==> config.mk <==
export PLATFORM = sky130hd
export DESIGN_NAME = ocp_latchoff
export DESIGN_NICKNAME = d
export VERILOG_FILES = /design/src/rtl/ocp_pkg.sv /design/src/rtl/ocp_rst_sync.sv /design/src/rtl/ocp_trip_timer.sv /design/src/rtl/ocp_fault_latch.sv /design/src/rtl/ocp_limit_select.sv /design/src/rtl/ocp_latchoff.sv
export SDC_FILE = /design/constraint.sdc
export NUM_CORES = 1
export LEC_CHECK = 0
export CORE_ASPECT_RATIO = 1.25
export CORE_UTILIZATION = 53
export CTS_BUF_LIST = sky130_fd_sc_hd__clkbuf_8
export CTS_CLUSTER_SIZE = 20
export DETAILED_ROUTE_END_ITERATION = 7
export PLACE_DENSITY = 0.78
export SYNTH_ARGS = -nofsm -noshare
export SYNTH_HDL_FRONTEND = slang
export SYNTH_SLANG_ARGS = --single-unit
export TNS_END_PERCENT = 20
==> constraint.sdc <==
create_clock -name clk -period 1 [get_ports clk]
set_clock_uncertainty 0.1 [all_clocks]
set_input_delay 0.2 -clock clk [delete_from_list [all_inputs] [get_ports clk]]
set_output_delay 0.2 -clock clk [all_outputs]
set_load 0.02 [all_outputs]
==> src/rtl/ocp_pkg.sv <==
package ocp_pkg;

  typedef enum logic [1:0] {
    CAUSE_NONE      = 2'd0,
    CAUSE_DELAYED   = 2'd1,
    CAUSE_IMMEDIATE = 2'd2
  } cause_e;

  typedef enum logic [1:0] {
    SCL_FULL       = 2'd0,
    SCL_HALF       = 2'd1,
    SCL_THIRD      = 2'd2,
    SCL_TWO_THIRDS = 2'd3
  } scale_e;

endpackage

==> src/rtl/ocp_rst_sync.sv <==
module ocp_rst_sync (
  input  logic clk,
  input  logic rst_n,
  output logic rst_sync_n
);

  logic [1:0] sync_q;

  always_ff @(posedge clk or negedge rst_n) begin
    if (!rst_n) sync_q <= 2'b00;
    else        sync_q <= {sync_q[0], 1'b1};
  end

  assign rst_sync_n = sync_q[1];

endmodule

==> src/rtl/ocp_trip_timer.sv <==
module ocp_trip_timer #(
  parameter int TRIP_CYCLES = 12_500_000
) (
  input  logic clk,
  input  logic rst_n,
  input  logic run,
  output logic expire
);

  localparam int CNT_W = (TRIP_CYCLES > 2) ? $clog2(TRIP_CYCLES) : 1;
  localparam logic [CNT_W-1:0] LAST = CNT_W'(TRIP_CYCLES - 1);

  logic [CNT_W-1:0] cnt_q, cnt_d;
  logic             at_last;

  assign at_last = (cnt_q == LAST);
  assign expire  = run && at_last;

  always_comb begin
    if (run && !at_last) cnt_d = cnt_q + 1'b1;
    else                 cnt_d = '0;
  end

  always_ff @(posedge clk or negedge rst_n) begin
    if (!rst_n) cnt_q <= '0;
    else        cnt_q <= cnt_d;
  end

  AST_CNT_BOUND: assert property (@(posedge clk) disable iff (!rst_n)
    cnt_q <= LAST);

  AST_TIMER_RESTART: assert property (@(posedge clk) disable iff (!rst_n)
    !run |=> cnt_q == '0);

endmodule

==> src/rtl/ocp_fault_latch.sv <==
module ocp_fault_latch
  import ocp_pkg::*;
(
  input  logic   clk,
  input  logic   rst_n,
  input  logic   enable,
  input  logic   oc_severe,
  input  logic   expire,
  output cause_e cause,
  output logic   latched
);

  cause_e cause_q, cause_d;

  always_comb begin
    if (!enable)                     cause_d = CAUSE_NONE;
    else if (cause_q != CAUSE_NONE)  cause_d = cause_q;
    else if (oc_severe)              cause_d = CAUSE_IMMEDIATE;
    else if (expire)                 cause_d = CAUSE_DELAYED;
    else                             cause_d = CAUSE_NONE;
  end

  always_ff @(posedge clk or negedge rst_n) begin
    if (!rst_n) cause_q <= CAUSE_NONE;
    else        cause_q <= cause_d;
  end

  assign cause   = cause_q;
  assign latched = (cause_q != CAUSE_NONE);

  AST_IMMEDIATE_TRIP: assert property (@(posedge clk) disable iff (!rst_n)
    (enable && oc_severe && !latched) |=> (latched && cause == CAUSE_IMMEDIATE));

  AST_NO_EARLY_TRIP: assert property (@(posedge clk) disable iff (!rst_n)
    (enable && !latched && !oc_severe && !expire) |=> !latched);

  AST_LATCH_HOLD: assert property (@(posedge clk) disable iff (!rst_n)
    (enable && latched) |=> (latched && $stable(cause)));

  AST_ENABLE_CLEAR: assert property (@(posedge clk) disable iff (!rst_n)
    !enable |=> !latched);

endmodule

==> src/rtl/ocp_limit_select.sv <==
module ocp_limit_select
  import ocp_pkg::*;
#(
  parameter int PH_W = 2
) (
  input  logic            clk,
  input  logic            rst_n,
  input  logic [PH_W-1:0] phase_active,
  input  logic [PH_W-1:0] phase_total,
  input  logic            low_vid,
  output scale_e          scale,
  output logic            per_phase
);

  localparam int MW = PH_W + 2;

  logic [MW-1:0] act_x, tot_x;
  scale_e        scale_d, scale_q;
  logic          per_phase_q;

  assign act_x = MW'(phase_active);
  assign tot_x = MW'(phase_total);

  always_comb begin
    if (act_x == '0)                      scale_d = SCL_FULL;
    else if ((act_x << 1) == tot_x)       scale_d = SCL_HALF;
    else if ((act_x * 3) == tot_x)        scale_d = SCL_THIRD;
    else if ((act_x * 3) == (tot_x << 1)) scale_d = SCL_TWO_THIRDS;
    else                                  scale_d = SCL_FULL;
  end

  always_ff @(posedge clk or negedge rst_n) begin
    if (!rst_n) begin
      scale_q     <= SCL_FULL;
      per_phase_q <= 1'b0;
    end else begin
      scale_q     <= scale_d;
      per_phase_q <= low_vid;
    end
  end

  assign scale     = scale_q;
  assign per_phase = per_phase_q;

  AST_FULL_WHEN_ALL: assert property (@(posedge clk) disable iff (!rst_n)
    (phase_active == phase_total) |=> scale == SCL_FULL);

  AST_VID_FOLLOW: assert property (@(posedge clk) disable iff (!rst_n)
    low_vid |=> per_phase);

endmodule

==> src/rtl/ocp_latchoff.sv <==
module ocp_latchoff
  import ocp_pkg::*;
#(
  parameter int TRIP_CYCLES = 12_500_000,
  parameter int PH_W        = 2
) (
  input  logic            clk,
  input  logic            rst_n,
  input  logic            enable,
  input  logic            oc_nominal,
  input  logic            oc_severe,
  input  logic            low_vid,
  input  logic [PH_W-1:0] phase_active,
  input  logic [PH_W-1:0] phase_total,
  output logic            shutdown,
  output logic [1:0]      fault_cause,
  output logic [1:0]      limit_scale,
  output logic            per_phase_lim
);

  logic   rst_sync_n;
  logic   timer_run;
  logic   timer_expire;
  logic   latched;
  cause_e cause;
  scale_e scale;

  ocp_rst_sync u_rst_sync (
    .clk        (clk),
    .rst_n      (rst_n),
    .rst_sync_n (rst_sync_n)
  );

  assign timer_run = enable && oc_nominal && !latched;

  ocp_trip_timer #(.TRIP_CYCLES(TRIP_CYCLES)) u_timer (
    .clk    (clk),
    .rst_n  (rst_sync_n),
    .run    (timer_run),
    .expire (timer_expire)
  );

  ocp_fault_latch u_latch (
    .clk       (clk),
    .rst_n     (rst_sync_n),
    .enable    (enable),
    .oc_severe (oc_severe),
    .expire    (timer_expire),
    .cause     (cause),
    .latched   (latched)
  );

  ocp_limit_select #(.PH_W(PH_W)) u_limit (
    .clk          (clk),
    .rst_n        (rst_sync_n),
    .phase_active (phase_active),
    .phase_total  (phase_total),
    .low_vid      (low_vid),
    .scale        (scale),
    .per_phase    (per_phase_lim)
  );

  assign shutdown    = latched;
  assign fault_cause = cause;
  assign limit_scale = scale;

  AST_SHUTDOWN_CAUSE: assert property (@(posedge clk) disable iff (!rst_sync_n)
    $rose(shutdown) |-> (fault_cause != 2'd0));

endmodule

==> reports/results.ini, run 1 <==
[setup_path]
r2r_end=u_timer.cnt_q[18]
cp_max_fo=8
reg2reg_slack_ns=-0.74
timing.rr.start=u_timer.cnt_q[7]
worstPathArrival_ns=1.85
worst_setup_path_start_kind=register
r2r_cells=5
crit_type=register to register
end_kind=register
required_ns=1.11

[logic_synthesis]
syn_area_per_cell_um2=9.73
synth_cell_types=39
async_flop_share_pct=100
yosys.area.top_type_share_pct=47.2
syn_inst=169
synth_edf_count=0
yosysSeqAreaShare_pct=47.2
yosys.area.top_type=dfrtp_1
synthesis.area_um2=1640
yosys_warnings=0
syn_nets=183
synth_area_leaders=dfrtp_1 (47%), xor2_1 (5.3%), nor2_1 (4.1%)
yosys_register_bits=31
ys_dominant_reg_cell=dfrtp_1

[layout]
regArea_um2=776
multi_input_area_um2=895
n_fill_cell=191
n_antenna_cell=0
fin_util_pct=80.5
area_delta_synth_final_pct=44.1
nets=250
drive_gt1_share_pct=38.8

[route]
ant_nets=0
via_per_inst=5.63
wl_per_cell_um=15.5
vias=1538
first_iter_violations=33
drc_errors=0
detail_route.first_pass.iterations=4
routed_wl_um=4230

[global_routing]
antenna_found_initial=0
globalRoute.totalOverflow=0
track_usage_pct=29.1
grt_pass1_wl_um=7030
grt_pass1_vias=1639
grt_max_degree=30

[timing]
rsz0062_at_grt=yes
drv_slew=0
hold_violations=0
fmax_mhz=576
setup_ws_ns=-0.736
setup_violations=33
min_period_ns=1.74
hold_ws_ns=0.121
final.period_utilization_pct=174

[power_and_ir_drop]
powerDensity_nw_per_um2=1050
ir_worst_vdd_mv=1.22
leakage_nw=1.06

[cts]
clk_path_buf_depth=2
htree_levels=2
clock_sinks=31
cts.clk_slew.worst_paths_ns=0.07
cts_tree=yes
clock_latency_ns=0.28
cts_made_buffers=5
clockRootBuffer=clkbuf_8

[floorplan]
fp.dieArea_um2=3330
die_y_um=64.3
ios=16
die_x_um=51.8
core_area_um2=2950
rows=22
start_util_pct=55.8

[placed_design]
place_congestion=0.812
io_buffer_count=15
dp_hpwl_um=3030

[run_status]
outcome=finished with violations
violations=negative setup slack

[flow_run]
drv_cap=0

[hold_path]
hp-class=register to asynchronous set/reset pin

[final cells by class]
class	instances	share of cell area [%]
Clock buffer	5	2.90
Multi-Input combinational cell	124	37.8
Timing Repair Buffer	66	22.7
Sequential cell	31	32.7
Inverter	8	1.48
Tap cell	36	1.90
Clock inverter	3	0.528
[state kept, by name (all words and copies together) (netlist names)]
| name | cells |
|---|---|
| u_limit.per_phase | 1 |
| u_latch.cause | 2 |
| u_limit.scale | 2 |
| u_timer.cnt_q | 24 |
| u_rst_sync.sync_q | 2 |
[worst max-delay path, cell delays in order, from the launching register on]
cell	delay, ns
dfrtp_1	0.38
and4_4	0.27
buf_4	0.12
nand4_4	0.16
or4_1	0.49
a21oi_1	0.15
[timing repair]
| item | 4_1_cts | 5_1_grt |
|---|---|---|
| hold buffers | 1 | 0 |
| endpoints found under the hold margin | 2 | 0 |
| resized for setup | 51 | 8 |
| buffers inserted | 0 | 1 |
| pin swaps | 8 | 2 |
| endpoints found under the setup margin | 33 | 33 |
[stage by stage]
step / setup TNS [ns] / instance area, µm² / cells / power (W) / worst slack [ns]
floorplan: -16.27 / 1660 / 169 / 0.00143 / -0.797
CTS: -17.73 / 2340 / 272 / 0.00251 / -0.740
global placement: -17.98 / 2200 / 263 / 0.00155 / -0.901
finish: -18.13 / 2370 / 273 / 0.00249 / -0.736
global route: -19.46 / 2370 / 273 / 0.00259 / -0.822
detailed placement: -18.76 / 2200 / 263 / 0.00157 / -1.03
[power breakdown]
group / switching (W) / internal, W / total (W)
clock: 0.000450 / 0.000467 / 0.000916
sequential: 0.00000764 / 0.00127 / 0.00128
combinational: 0.000154 / 0.000141 / 0.000295
[cell usage after synthesis (2+ instances only)]
| library cell | count |
|---|---|
| a21oi_1 | 13 |
| and2_1 | 2 |
| and2_2 | 2 |
| and3_1 | 2 |
| and4_1 | 2 |
| and4_4 | 2 |
| buf_6 | 2 |
| clkbuf_1 | 3 |
| dfrtp_1 | 31 |
| ha_1 | 4 |
| inv_1 | 8 |
| nand2_1 | 9 |
| nand3_1 | 8 |
| nand4_1 | 8 |
| nor2_1 | 18 |
| nor3_1 | 2 |
| nor4_1 | 2 |
| o21a_1 | 2 |
| o21ai_0 | 6 |
| o31ai_1 | 5 |
| or3_1 | 4 |
| or3_2 | 2 |
| or4_1 | 4 |
| xnor2_1 | 4 |
| xor2_1 | 10 |
[worst max path at each step]
stage | start | end | slack, ns | cells past startpoint
6_report | u_timer.cnt_q[7] | u_timer.cnt_q[18] | -0.74 | 5
3_5_place_dp | phase_active[0] | u_limit.scale[1] | -1.03 | 8
4_1_cts | u_timer.cnt_q[0] | u_timer.cnt_q[18] | -0.74 | 5
3_3_place_gp | phase_active[0] | u_limit.scale[1] | -0.90 | 7
5_1_grt | u_timer.cnt_q[0] | u_timer.cnt_q[18] | -0.82 | 5
2_1_floorplan | u_timer.cnt_q[0] | u_timer.cnt_q[20] | -0.80 | 6
[layer usage]
metal	GRT usage (%)	share of wire, %	vias up
met5	0	0	-
met4	16.6	3.3	0
met3	7.14	2.9	13
met2	51.9	55	28
met1	29.8	39	756
li1	-	-	741
[cells in the final DEF, fill, tap and decap left out, types with 2 or more instances in the layout]
master           Yosys  routed
a21oi_1             13      11
a21oi_2              1       3
and2_1               2       2
and2_2               2       2
and3_1               2       2
and4_1               2       2
and4_4               2       2
buf_12               0       2
buf_2                1       6
buf_4                0      47
buf_6                2       2
clkbuf_8             0       5
clkdlybuf4s50_1      0       5
dfrtp_1             31      31
dlygate4sd2_1        0       2
ha_4                 0       2
inv_1                8       8
inv_4                0       2
nand2_1              9       7
nand3_1              8       8
nand4_1              8       8
nor2_1              18      17
nor3_1               2       2
o21a_1               2       2
o21ai_0              6       6
o31ai_1              5       3
o31ai_2              0       2
or3_1                4       4
or3_2                2       2
or4_1                4       3
or4_4                1       2
xnor2_1              4       4
xor2_1              10      10
[kinds of logic (layout without fill, tap and decap cells)]
group,after synthesis,after routing,synth area share (%)
AO/OA/AOI/OAI,32,32,11.9
XOR/XNOR,14,14,7.46
adder cells (fa/ha/maj),4,4,3.04
buffers and inverters,14,82,4.19
flip-flops,31,31,47.2
other,1,1,0.228
AND/OR/NAND/NOR,73,73,26.0
No activity file was read; power rests on OpenSTA's default activity.
==> run 2, diff against run 1 <==
--- a/config.mk
+++ b/config.mk
@@ -6,4 +6,5 @@
 export NUM_CORES = 1
 export LEC_CHECK = 0
+export ABC_CLOCK_PERIOD_IN_PS = 1000
 export CORE_ASPECT_RATIO = 1.25
 export CORE_UTILIZATION = 53
==> constraint.sdc (replaced) <==
create_clock -name clk -period 1 [get_ports clk]
set_clock_uncertainty 0.1 [all_clocks]
set_input_delay 0.2 -clock clk [delete_from_list [all_inputs] [get_ports clk]]
set_output_delay 0.2 -clock clk [all_outputs]
set_load 0.05 [all_outputs]
==> reports/results.ini, run 2 (same netlist as run 1, synthesis figures left out) <==
[cts]
clock_latency_ns=0.29  ; about the same
cts.clk_slew.worst_paths_ns=0.07  ; about the same
cts_made_buffers=5  ; unchanged
clock_sinks=31  ; unchanged
clockRootBuffer=clkbuf_8
htree_levels=2  ; unchanged
clk_path_buf_depth=2  ; unchanged
cts_tree=yes

[timing]
setup_violations=33  ; unchanged
min_period_ns=1.79  ; +0.0582 ns
fmax_mhz=557  ; -3.2%
hold_violations=0  ; unchanged
setup_ws_ns=-0.794  ; -0.0582 ns
drv_slew=0  ; unchanged
rsz0062_at_grt=yes
final.period_utilization_pct=179  ; +5.8 points
hold_ws_ns=0.117  ; -0.00454 ns
finalSetupTns_ns=-19.89  ; -1.76 ns

[setup_path]
cp_max_fo=8  ; unchanged
worstPathArrival_ns=1.91  ; +0.06 ns
reg2reg_slack_ns=-0.79  ; -0.06 ns
r2r_cells=5  ; unchanged
end_kind=register
crit_type=register to register
worst_setup_path_start_kind=register
required_ns=1.12  ; about the same

[hold_path]
hp-class=register to asynchronous set/reset pin

[global_routing]
globalRoute.totalOverflow=0  ; unchanged
grt_pass1_wl_um=7450  ; +6.0%
antenna_found_initial=0  ; unchanged
grt_max_degree=30  ; unchanged
grt_pass1_vias=1676  ; +2.3%
track_usage_pct=30.8  ; +1.7 points

[route]
wl_per_cell_um=17.2  ; +11%
routed_wl_um=4710  ; +12%
ant_nets=0  ; unchanged
via_per_inst=5.80  ; +2.9%
detail_route.first_pass.iterations=4  ; unchanged
drt-met1-wl_um=1700  ; +3.9%
met2WireLength_um=2730  ; +17%
drc_errors=0  ; unchanged
highest_layer=met4
vias=1588  ; +3.3%
first_iter_violations=22  ; -33%
wl_met3_um=99  ; -18%

[layout]
n_antenna_cell=0  ; unchanged
layout_common_cells=buf_4 (46), dfrtp_1 (31), nor2_1 (17)
area_delta_synth_final_pct=51.0
multi_input_area_um2=875  ; -2.2%
nets=251  ; +0.40%
layout_commonest_cell=buf_4
regMostFlops=u_timer.cnt_q
regArea_um2=776  ; unchanged
largest_reg_flops=24  ; unchanged
final_area_um2=2480  ; +4.8%
n_fill_cell=161  ; -16%
drive_gt1_share_pct=38.2  ; -0.58 points

[floorplan]
die_y_um=64.3  ; unchanged
fp.dieArea_um2=3330  ; unchanged
die_x_um=51.8  ; unchanged
core_area_um2=2950  ; unchanged
ios=16  ; unchanged
start_util_pct=55.8  ; unchanged
rows=22  ; unchanged

[power_and_ir_drop]
leakage_nw=1.08  ; +2.5%
powerDensity_nw_per_um2=1180  ; +13%
ir_worst_vdd_mv=1.16  ; -4.7%

[placed_design]
dp_hpwl_um=3130  ; +3.4%
io_buffer_count=15  ; unchanged
place_congestion=0.822  ; +1.3%
placed_cell_area_um2=2270  ; +3.1%

[flow_run]
drv_cap=0  ; unchanged

[run_status]
violations=negative setup slack
outcome=finished with violations

[run 2: changes by cell type in the layout (fill, tap and decap cells not counted), sizes merged]
cell / delta
clkbuf: +1
inv: -2
bufinv: +1
clkdlybuf4s50: +4
buf: -1
dlygate4sd2: -2
[run 2: worst paths after layout]
path                                            from                    to
max in group asynchronous                      rst_n  u_rst_sync.sync_q[1]
worst max register to register      u_timer.cnt_q[1]     u_timer.cnt_q[18]
worst min register to register  u_rst_sync.sync_q[1]     u_timer.cnt_q[16]
worst min-delay path            u_rst_sync.sync_q[1]     u_timer.cnt_q[16]
worst max-delay path                u_timer.cnt_q[1]     u_timer.cnt_q[18]
min in group clk                             low_vid     u_limit.per_phase
[run 2: where the power goes]
group	internal [W]	switching, W	total, W	leakage [nW]
Sequential	0.00127	0.0000149	0.00129	0.423
Combinational	0.000187	0.000189	0.000375	0.601
Clock	0.000805	0.000472	0.00128	0.0612
[run 2: cell type report]
cell class,instances,area share [%]
multi-input cells,124,35.2
clock buffers,6,3.33
clock inverters,2,1.41
repair buffers,67,25.8
flip-flops and latches,31,31.3
inverters,8,1.21
well taps,36,1.81
[run 2: metrics by stage]
stage               worst slack (ns)  total power (W)  cells  util (%)
global placement              -0.901          0.00163    264      77.0
detailed placement             -1.02          0.00165    264      77.0
floorplan                     -0.797          0.00146    169         -
global route                  -0.826          0.00304    274      84.3
CTS                           -0.777          0.00294    273      82.8
finish                        -0.794          0.00294    274      84.3
[run 2: worst max-delay path, stage by stage (launching register included)]
cell and delay [ns]:
dfrtp_1 0.37, ha_2 0.19, and4_4 0.24, nand4_4 0.15, or4_4 0.54, a21oi_1 0.13
[run 2: layer usage]
layer  up-vias  global-route usage [%]
li1        746                       -
met1       793                    31.1
met2        31                    56.3
met3        18                    8.10
met4         0                    14.9
met5         -                       0
[run 2: what timing repair did]
action,CTS,global route
setup buffers,0,1
pin swaps,7,1
cloned,0,0
gates resized for setup,9,9
setup endpoints to repair,33,33
hold buffers,1,0
hold endpoints to repair,2,0
